--- src/rtl/seq_pkg.sv ---
package seq_pkg;
  parameter int XLEN = 32;
  parameter int NREG = 16;
  localparam int RW        = $clog2(NREG);
  localparam int SHW       = $clog2(XLEN);
  localparam int ADDR_STEP = XLEN / 8;

  typedef enum logic [2:0] {
    ST_RESET  = 3'd0,
    ST_FETCH  = 3'd1,
    ST_DECODE = 3'd2,
    ST_EXEC   = 3'd3,
    ST_RETIRE = 3'd4,
    ST_HALT   = 3'd5
  } stage_e;

  typedef enum logic [1:0] {K_NOP, K_LDI, K_ALU, K_HALT} kind_e;

  typedef enum logic [2:0] {
    F_ADD = 3'd0, F_SUB = 3'd1, F_AND = 3'd2, F_OR = 3'd3,
    F_XOR = 3'd4, F_SHL = 3'd5, F_SHR = 3'd6, F_PASS = 3'd7
  } func_e;

  typedef enum logic [1:0] {W_WORD = 2'd0, W_HALF = 2'd1, W_BYTE = 2'd2, W_WORD2 = 2'd3} width_e;

  typedef struct packed {
    logic v;
    logic c;
    logic n;
    logic z;
  } flags_t;

  typedef struct packed {
    kind_e         kind;
    logic [RW-1:0] rd;
    logic [RW-1:0] rs_a;
    logic [RW-1:0] rs_b;
    logic          use_imm;
    func_e         func;
    width_e        width;
    logic [7:0]    imm8;
    logic          ldi_hi;
    logic [15:0]   imm16;
  } dec_t;
endpackage

--- src/rtl/seq_decode.sv ---
module seq_decode
  import seq_pkg::*;
(
  input  logic [XLEN-1:0] ir_i,
  output dec_t            dec_o
);
  logic [3:0] opc;
  assign opc = ir_i[31:28];

  always_comb begin
    unique case (opc)
      4'h1:    dec_o.kind = K_LDI;
      4'h2:    dec_o.kind = K_ALU;
      4'hF:    dec_o.kind = K_HALT;
      default: dec_o.kind = K_NOP;
    endcase
    dec_o.rd      = ir_i[24 +: RW];
    // load-immediate reads its own destination to keep the other half
    dec_o.rs_a    = (dec_o.kind == K_LDI) ? ir_i[24 +: RW] : ir_i[20 +: RW];
    dec_o.rs_b    = ir_i[16 +: RW];
    dec_o.use_imm = ir_i[15];
    dec_o.func    = func_e'(ir_i[14:12]);
    dec_o.width   = width_e'(ir_i[11:10]);
    dec_o.imm8    = ir_i[7:0];
    dec_o.ldi_hi  = ir_i[16];
    dec_o.imm16   = ir_i[15:0];
  end
endmodule

--- src/rtl/seq_alu.sv ---
module seq_alu
  import seq_pkg::*;
(
  input  logic [XLEN-1:0] a_i,
  input  logic [XLEN-1:0] b_i,
  input  func_e           func_i,
  input  width_e          width_i,
  output logic [XLEN-1:0] res_o,
  output flags_t          flags_o
);
  logic [XLEN-1:0] mask, am, bm, raw, r;
  logic [XLEN:0]   sum, dif;
  int unsigned     sb;

  always_comb begin
    unique case (width_i)
      W_HALF:  begin mask = XLEN'(32'h0000_FFFF); sb = 15; end
      W_BYTE:  begin mask = XLEN'(32'h0000_00FF); sb = 7;  end
      default: begin mask = '1;                   sb = XLEN - 1; end
    endcase
    am  = a_i & mask;
    bm  = b_i & mask;
    sum = {1'b0, am} + {1'b0, bm};
    dif = {1'b0, am} - {1'b0, bm};
    unique case (func_i)
      F_ADD:   raw = sum[XLEN-1:0];
      F_SUB:   raw = dif[XLEN-1:0];
      F_AND:   raw = am & bm;
      F_OR:    raw = am | bm;
      F_XOR:   raw = am ^ bm;
      F_SHL:   raw = am << bm[SHW-1:0];
      F_SHR:   raw = am >> bm[SHW-1:0];
      default: raw = bm;
    endcase
    r = raw & mask;
    flags_o.z = (r == '0);
    flags_o.n = r[sb];
    flags_o.c = 1'b0;
    flags_o.v = 1'b0;
    if (func_i == F_ADD) begin
      flags_o.c = |(sum & ~{1'b0, mask});
      flags_o.v = (am[sb] == bm[sb]) && (r[sb] != am[sb]);
    end else if (func_i == F_SUB) begin
      flags_o.c = dif[XLEN];
      flags_o.v = (am[sb] != bm[sb]) && (r[sb] != am[sb]);
    end
    res_o = r;
  end
endmodule

--- src/rtl/seq_regfile.sv ---
module seq_regfile
  import seq_pkg::*;
(
  input  logic            clk_i,
  input  logic            rst_ni,
  input  logic            we_i,
  input  logic [RW-1:0]   wa_i,
  input  logic [XLEN-1:0] wd_i,
  input  logic [RW-1:0]   ra_i,
  input  logic [RW-1:0]   rb_i,
  input  logic [RW-1:0]   rc_i,
  output logic [XLEN-1:0] a_o,
  output logic [XLEN-1:0] b_o,
  output logic [XLEN-1:0] c_o
);
  logic [XLEN-1:0] regs_q [NREG];

  for (genvar i = 0; i < NREG; i++) begin : g_reg
    if (i == 0) begin : g_zero
      assign regs_q[i] = '0;
    end else begin : g_ff
      always_ff @(posedge clk_i or negedge rst_ni) begin
        if (!rst_ni)                        regs_q[i] <= '0;
        else if (we_i && wa_i == RW'(i))    regs_q[i] <= wd_i;
      end
    end
  end

  assign a_o = regs_q[ra_i];
  assign b_o = regs_q[rb_i];
  assign c_o = regs_q[rc_i];
endmodule

--- src/rtl/seq_core.sv ---
module seq_core
  import seq_pkg::*;
#(
  parameter logic [31:0] RESET_ADDR = 32'h0
) (
  input  logic        clk_i,
  input  logic        rst_ni,
  output logic [31:0] addr_o,
  output logic        addr_valid_o,
  input  logic [31:0] data_i,
  input  logic [3:0]  dbg_sel_i,
  output logic [2:0]  stage_o,
  output logic [3:0]  flags_o,
  output logic [31:0] dbg_reg_o
);
  stage_e          state_q, state_d;
  logic [XLEN-1:0] next_addr_q, cur_addr_q, ir_q;
  logic [XLEN-1:0] hold_val_q;
  logic            hold_we_q, hold_fwe_q;
  logic [RW-1:0]   hold_rd_q;
  flags_t          hold_flags_q, flags_q;

  dec_t            dec;
  logic [XLEN-1:0] a_val, b_val, opb, alu_res, ldi_val, exec_val;
  flags_t          alu_flags;

  seq_decode u_dec (.ir_i(ir_q), .dec_o(dec));

  seq_regfile u_rf (
    .clk_i (clk_i),
    .rst_ni(rst_ni),
    .we_i  (state_q == ST_RETIRE && hold_we_q),
    .wa_i  (hold_rd_q),
    .wd_i  (hold_val_q),
    .ra_i  (dec.rs_a),
    .rb_i  (dec.rs_b),
    .rc_i  (dbg_sel_i[RW-1:0]),
    .a_o   (a_val),
    .b_o   (b_val),
    .c_o   (dbg_reg_o)
  );

  assign opb = dec.use_imm ? XLEN'(dec.imm8) : b_val;

  seq_alu u_alu (
    .a_i    (a_val),
    .b_i    (opb),
    .func_i (dec.func),
    .width_i(dec.width),
    .res_o  (alu_res),
    .flags_o(alu_flags)
  );

  assign ldi_val  = dec.ldi_hi ? {dec.imm16, a_val[15:0]} : {a_val[XLEN-1:16], dec.imm16};
  assign exec_val = (dec.kind == K_LDI) ? ldi_val : alu_res;

  always_comb begin
    unique case (state_q)
      ST_RESET:  state_d = ST_FETCH;
      ST_FETCH:  state_d = ST_DECODE;
      ST_DECODE: state_d = ST_EXEC;
      ST_EXEC:   state_d = (dec.kind == K_HALT) ? ST_HALT : ST_RETIRE;
      ST_RETIRE: state_d = ST_FETCH;
      default:   state_d = ST_HALT;
    endcase
  end

  always_ff @(posedge clk_i or negedge rst_ni) begin
    if (!rst_ni) begin
      state_q      <= ST_RESET;
      next_addr_q  <= RESET_ADDR;
      cur_addr_q   <= RESET_ADDR;
      ir_q         <= '0;
      hold_val_q   <= '0;
      hold_we_q    <= 1'b0;
      hold_fwe_q   <= 1'b0;
      hold_rd_q    <= '0;
      hold_flags_q <= '0;
      flags_q      <= '0;
    end else begin
      state_q <= state_d;
      unique case (state_q)
        ST_FETCH:  cur_addr_q <= next_addr_q;
        ST_DECODE: ir_q <= data_i;
        ST_EXEC: begin
          hold_val_q   <= exec_val;
          hold_rd_q    <= dec.rd;
          hold_we_q    <= (dec.kind == K_LDI) || (dec.kind == K_ALU);
          hold_fwe_q   <= (dec.kind == K_ALU);
          hold_flags_q <= alu_flags;
        end
        ST_RETIRE: begin
          if (hold_fwe_q) flags_q <= hold_flags_q;
          next_addr_q <= next_addr_q + XLEN'(ADDR_STEP);
        end
        default: ;
      endcase
    end
  end

  assign addr_o       = (state_q == ST_FETCH) ? next_addr_q : cur_addr_q;
  assign addr_valid_o = (state_q == ST_FETCH) || (state_q == ST_DECODE) || (state_q == ST_EXEC);
  assign stage_o      = state_q;
  assign flags_o      = flags_q;
endmodule

--- config.mk ---
export PLATFORM = sky130hd
export DESIGN_NAME = seq_core
export DESIGN_NICKNAME = d
export VERILOG_FILES = /design/src/rtl/seq_pkg.sv /design/src/rtl/seq_decode.sv /design/src/rtl/seq_alu.sv /design/src/rtl/seq_regfile.sv /design/src/rtl/seq_core.sv
export SDC_FILE = /design/constraint.sdc
export NUM_CORES = 2
export LEC_CHECK = 0
export ABC_CLOCK_PERIOD_IN_PS = 6530
export CORE_MARGIN = 2
export CORE_UTILIZATION = 30
export DETAILED_ROUTE_END_ITERATION = 8
export PLACE_DENSITY = 0.46
export SYNTH_ARGS = -nofsm -noshare
export SYNTH_HDL_FRONTEND = slang
export SYNTH_SLANG_ARGS = --single-unit
--- constraint.sdc ---
create_clock -name clk_i -period 6.53 [get_ports clk_i]
set_input_delay 0.653 -clock clk_i [delete_from_list [all_inputs] [get_ports clk_i]]
set_output_delay 0.653 -clock clk_i [all_outputs]
set_load 0.01 [all_outputs]
* Yosys cells after proc, flatten, opt, wreduce, memory -nomap -nowiden
Cells that the tools add are included.
** Storage, ports and cells
- Bits in registers :: 625
- Input bits :: 38
- Output and inout bits :: 72
- Logic and storage cells :: 142
** Cells by class
- $add $sub $neg :: 3
- Order comparisons :: 4
- Eq/ne operators :: 36
- Shifts and indexed selects :: 2
- Mux-type cells :: 28
- Bitwise operators :: 11
- Reduce and logical (&&, ||, !) cells :: 27
** Operators by type and width (count)
- $bmux 32 s4 :: 3
- $mux 32 :: 10
- $pmux 32 s7 :: 1
- $and 32x32->32 :: 4
- $pmux 32 s2 :: 1
- $eq 4x4->1 const B :: 9
- $add 32x32->33 :: 1
- $and 33x33->33 :: 1
- $not 32->33 :: 1
- $reduce_or 33->1 :: 1
- $sub 32x32->33 :: 1
- $add 32x3->32 const B :: 1
- $logic_not 32->1 :: 1
- $or 32x32->32 :: 1
- $shl 32x5->32 :: 1
- $shr 32x5->32 :: 1
- $xor 32x32->32 :: 1
- $logic_and 1x1->1 :: 18
- $eq 4x3->1 const B :: 4
- $bmux 1 s5 :: 3
- $ge 5x5->1 const B :: 3
- $not 4->5 :: 3
- $eq 3x2->1 const B :: 4
- $eq 3x3->1 const B :: 4
- other kinds (18) :: 33

* Logic depth before layout (Yosys ltp)
- Word-level depth :: 18
- Gate-level depth with buffers :: 30
- Mapped depth without buffers :: 26

* Modules after synthesis
From an unflattened synthesis, not the netlist that was laid out.
** Unflattened totals
- Cell total of the unflattened synthesis :: 4336
- Area total of the unflattened synthesis :: 47475.5 sq um
** By module, submodules not included
- seq_regfile :: instances 1, cells an instance 2129, area each 29708.5 sq um, sequential area each 12011.5 sq um
- seq_alu :: instances 1, cells an instance 1612, area each 10978.0 sq um, sequential area each 0.0 sq um
- seq_core :: instances 1, cells an instance 545, area each 6388.6 sq um, sequential area each 3578.4 sq um
- seq_decode :: instances 1, cells an instance 50, area each 400.4 sq um, sequential area each 0.0 sq um

* Least setup slack after synthesis
No wires, ideal clock.
- Kind :: flip-flop to flip-flop
- From :: register ir_q[17]
- To :: register hold_flags_q[0] in the netlist's numbering
- Library setup time :: 0.104 ns
- Data arrival time :: 6.577 ns
- Required time :: 6.426 ns
- Path slack :: -0.151 ns
- Stages on the path, launching flop included :: 25
- Path buffers :: 8
- Period minus slack after synthesis :: 6.681 ns
- Cell sequence :: dfrtp_1 buf_2 buf_4 buf_2 buf_1 clkbuf_1 buf_1 clkbuf_1 mux4_2 mux4_2 nand2_1 ha_1 clkbuf_1 and3_1 nand3_1 o41ai_1 a21boi_0 nor4_1 nor4_1 a41o_1 or4_1 a21oi_1 nor4bb_1 nand4_1 o41ai_2
** On the way
- Longest elaborated chain between the ends :: 10
- Elaborated cells between the ends (all ways) :: 16
- Those cells by class :: add/sub: 2; shift: 2; mux: 5; bitwise: 6; reduce/logical: 1
** Ends and longest elaborated chain
- from (decl) :: line seq_core.sv:17 : logic [XLEN-1:0] next_addr_q, cur_addr_q, ir_q;
- from (signal assigned) :: line seq_core.sv:84 : ST_DECODE: ir_q <= data_i;
- $not 4->5 (implied by the code) * :: line seq_regfile.sv:30 : assign b_o = regs_q[rb_i];
- $bmux 32 s4 * :: line seq_regfile.sv:30
- $mux 32 (implied by the code) * (2 in series) :: line seq_regfile.sv:30
- $mux 32 * :: line seq_core.sv:43 : assign opb = dec.use_imm ? XLEN'(dec.imm8) : b_val;
- $and 32x32->32 * :: line seq_alu.sv:22 : bm = b_i & mask;
- $sub 32x32->33, or another cell as far along :: line seq_alu.sv:24 : dif = {1'b0, am} - {1'b0, bm};
- $pmux 32 s7 * :: line seq_alu.sv:25 : unique case (func_i)
- $and 32x32->32 * :: line seq_alu.sv:35 : r = raw & mask;
- $logic_not 32->1 * :: line seq_alu.sv:36 : flags_o.z = (r == '0);
- to (signal assigned) :: line seq_core.sv:90 : hold_flags_q <= alu_flags;
- to (decl) :: line seq_core.sv:21 : flags_t hold_flags_q, flags_q;
Every way passes the cells marked *; elsewhere a longest branch is shown, timed or not. The select of a mux whose other input is x is not followed.
A chain may end at the register's enable or synchronous reset.

* Worst setup path after layout
- From :: register ir_q[30]
- To :: register hold_flags_q[0] in the netlist's numbering
** On the way
- Longest elaborated chain between the ends :: 13
- Elaborated cells between the ends (all ways) :: 21
- Those cells by class :: add/sub: 2; eq/ne: 4; shift: 2; mux: 6; bitwise: 6; reduce/logical: 1
** Ends and longest elaborated chain
- $eq 4x4->1, or another cell as far along :: line seq_decode.sv:11 : unique case (opc)
- $pmux 2 s3 * :: line seq_decode.sv:11
- $eq 2x1->1 * :: line seq_decode.sv:19 : dec_o.rs_a = (dec_o.kind == K_LDI) ? ir_i[24 +: RW] : ir_i[20 +: RW];
- $mux 4 * :: line seq_decode.sv:19
- $not 4->5 (implied by the code) * :: line seq_regfile.sv:29 : assign a_o = regs_q[ra_i];
- $bmux 32 s4 * :: line seq_regfile.sv:29
- $mux 32 (implied by the code) * (2 in series) :: line seq_regfile.sv:29
- $and 32x32->32 * :: line seq_alu.sv:21 : am = a_i & mask;
- $sub 32x32->33, or another cell as far along :: line seq_alu.sv:24
- $pmux 32 s7 * :: line seq_alu.sv:25
- $and 32x32->32 * :: line seq_alu.sv:35
- $logic_not 32->1 * :: line seq_alu.sv:36
Marks and branches as above.

==> out/results.ini <==
[clock_tree]
cts.hold.buffers_added=0
clock_path_buffers=3
path_clk_slew_ps=60
cts-htree-levels=3
clock_latency_ps=730
cts.sinks=623
cts_root_buffer=clkbuf_16
cts_made_buffers=79
cts_tree=yes

[synth]
syn_area_mm2=0.0476
synth_top_cell_by_area=dfrtp_1
synth_commonest_cells=dfrtp_1, mux2_2, nand2_1, o21ai_0, mux4_2
synth_area_leaders=dfrtp_1, mux2_2, mux4_2
syn_inst=4637
ys.flop_type=dfrtp_1
yosysWarnings=0
avgSynthCellArea_um2=10.3
synth_top_area_share_pct=32.7
ys_seq_area_share_pct=32.7
async_flop_share_pct=100
synth_edf_count=0
synth-seq-cells=623
ys_types=102
synth_nets=4779
synth_most_common_cell=dfrtp_1

[worst_setup_path]
cp-endpoint=hold_flags_q[0]
crit_type=reg -> reg
r2r_slack_ps=-100
start_kind=flip-flop
cp.arrival_ps=7230
path_depth=27
cp_top_family=compound AO/OA/AOI/OAI gates
critPathLaunch=ir_q[30]
end_kind=flip-flop
path_max_fanout=11
required_ps=7130
r2r-end=hold_flags_q[0]
worst_path_largest_cell_delay_ps=470
path_common_cell=buf_4
critical_path_buf_inv_count=9
reg2regPathDepth=27
crit_path_top_delay_cell=or4_1
timing.rr.start=ir_q[30]

[sta]
finalCritPeriodShare_pct=101
worstMarginPinSlew_ps=1180
fin_worst_skew_ps=47.2
setup_viol=2
setup_ws_ps=-96.5
period_minus_slack_ps=6630
rsz0062_at_grt=yes
finalHoldViolations=0
max_clock_freq_mhz=151
slew_viol_final=0
maxSlewHeadroom_pct=21.0

[floorplanning]
start_util_pct=30.2
die_width_um=403
pin_count=110
die_area_mm2=0.162
die_h_um=403
rows=146
core_region_area_mm2=0.158

[global_routing]
grt_pass1_wl_um=330000
grt_use_total_pct=28.1
grt_start_max_net_pins=143
antenna_found_initial=11
grtUsageMet1_pct=39.3
grt-busiest-layer=met2
overflow=0
grt_pass1_vias=42700
use_met3_pct=5.86
grt_use_met2_pct=41.9

[run_status]
violations=negative setup slack
outcome=finished with violations

[place]
port_buffers=109
pre_cts_ws_ps=-913
placedCellCount=7056
gp_congestion=1.06
dpl.hpwl_um=165000

[finish]
multiInputGateArea_mm2=0.0305
final-seq-area_mm2=0.0156
n_fill_cell=15800
utilization_pct=36.9
final-instance-count-excl-fill=7221
syn2layout_area_growth_pct=22.5
nNetsFinal=5226
layout-drive-gt1-share_pct=36.6

[flow_run]
drv_cap=0

[hold_path]
worstHoldPathType=in -> async

[detailed_routing]
firstDrtPassIters=6
num_vias=44300
routedWlPerCell_um=32.3
drc=0
antenna_left=0
wl_um=234000
via_per_inst=6.13
drt_iter0_drc=5026

==> sequential cells by signal, indices dropped and copies added (netlist names) <==
| register | flops |
|---|---|
| hold_we_q | 1 |
| hold_fwe_q | 1 |
| hold_flags_q | 4 |
| u_rf.regs_q | 480 |
| hold_rd_q | 4 |
| ir_q | 32 |
| cur_addr_q | 32 |
| hold_val_q | 32 |
| next_addr_q | 30 |
| flags_o | 4 |
| stage_o | 3 |
==> cell type report <==
type | count | area share [%]
clock buffer | 110 | 3.81
inverter | 110 | 0.716
timing repair buffer | 780 | 11.4
sequential | 623 | 26.7
antenna | 4 | 0.0171
tap | 2072 | 4.44
multi-input combinational | 3490 | 52.3
clock inverter | 32 | 0.615
==> timing repair <==
item,CTS,global route
cloned,2,2
setup endpoints to repair,17,10
pin swaps,24,14
setup buffers,9,6
resized for setup,71,74
==> stage by stage <==
step                TNS, ps  hold slack, ps  area (um2)
floorplan                 0             357       47700
global placement      -5280             466       54900
detailed placement    -6030             470       54900
CTS                       0            20.7       57900
global route           -755            56.0       58400
finish                 -142            11.5       58400
==> how the worst min path moves through the flow <==
stage	start	end	slack [ps]	cells after the start
floorplan	rst_ni	cur_addr_q[0]	360	0
finish	rst_ni	cur_addr_q[20]	10	1
detailed placement	next_addr_q[31]	next_addr_q[31]	470	1
CTS	rst_ni	cur_addr_q[20]	20	1
global placement	next_addr_q[31]	next_addr_q[31]	470	1
global route	rst_ni	cur_addr_q[20]	60	1
==> cells by family (layout without fill, tap and decap cells) <==
kind of cell	Yosys count	in the layout	synth area share, %
AOI/OAI and AO/OA	1159	1159	16.8
muxes	1081	1082	31.1
and+or+nand+nor	1072	1072	10.4
DFF	623	623	32.7
buffers and inverters	525	1032	4.78
adders and majority gates	104	104	2.76
xor gates and xnor gates	73	73	1.34
other	0	4	0
==> routing by layer <==
layer | vias up | routed length (um)
met4 | 4 | 11100
met2 | 2243 | 101000
li1 | 18600 | -
met3 | 472 | 20300
met1 | 23000 | 101000
met5 | - | 27
==> cell usage in the layout (no fill, tap or decap), types with 17 or more instances in the layout <==
master	netlist	final
a211o_1	20	20
a211oi_1	24	22
a21boi_0	20	19
a21oi_1	162	155
a221oi_1	40	34
a22o_1	73	70
a22oi_1	27	25
a31oi_1	21	17
and3_1	23	20
buf_12	0	29
buf_4	15	626
clkbuf_1	236	19
clkbuf_16	0	82
clkdlybuf4s50_1	0	104
dfrtp_1	623	615
ha_1	102	97
inv_1	102	101
mux2_2	622	621
mux2i_1	195	185
mux4_2	255	255
nand2_1	384	370
nand2b_1	30	30
nand3_1	119	118
nand4_1	28	28
nor2_1	253	251
nor2b_1	64	56
nor3_1	77	73
o211ai_1	70	70
o21ai_0	290	274
o21ai_1	20	27
o221a_2	17	17
o221ai_1	68	64
o22ai_1	88	87
o32ai_1	19	19
xnor2_1	57	57
Power is left out: the tool's default activity adds up to more than one toggle a clock period on the data nets, which glitch-free logic cannot reach.
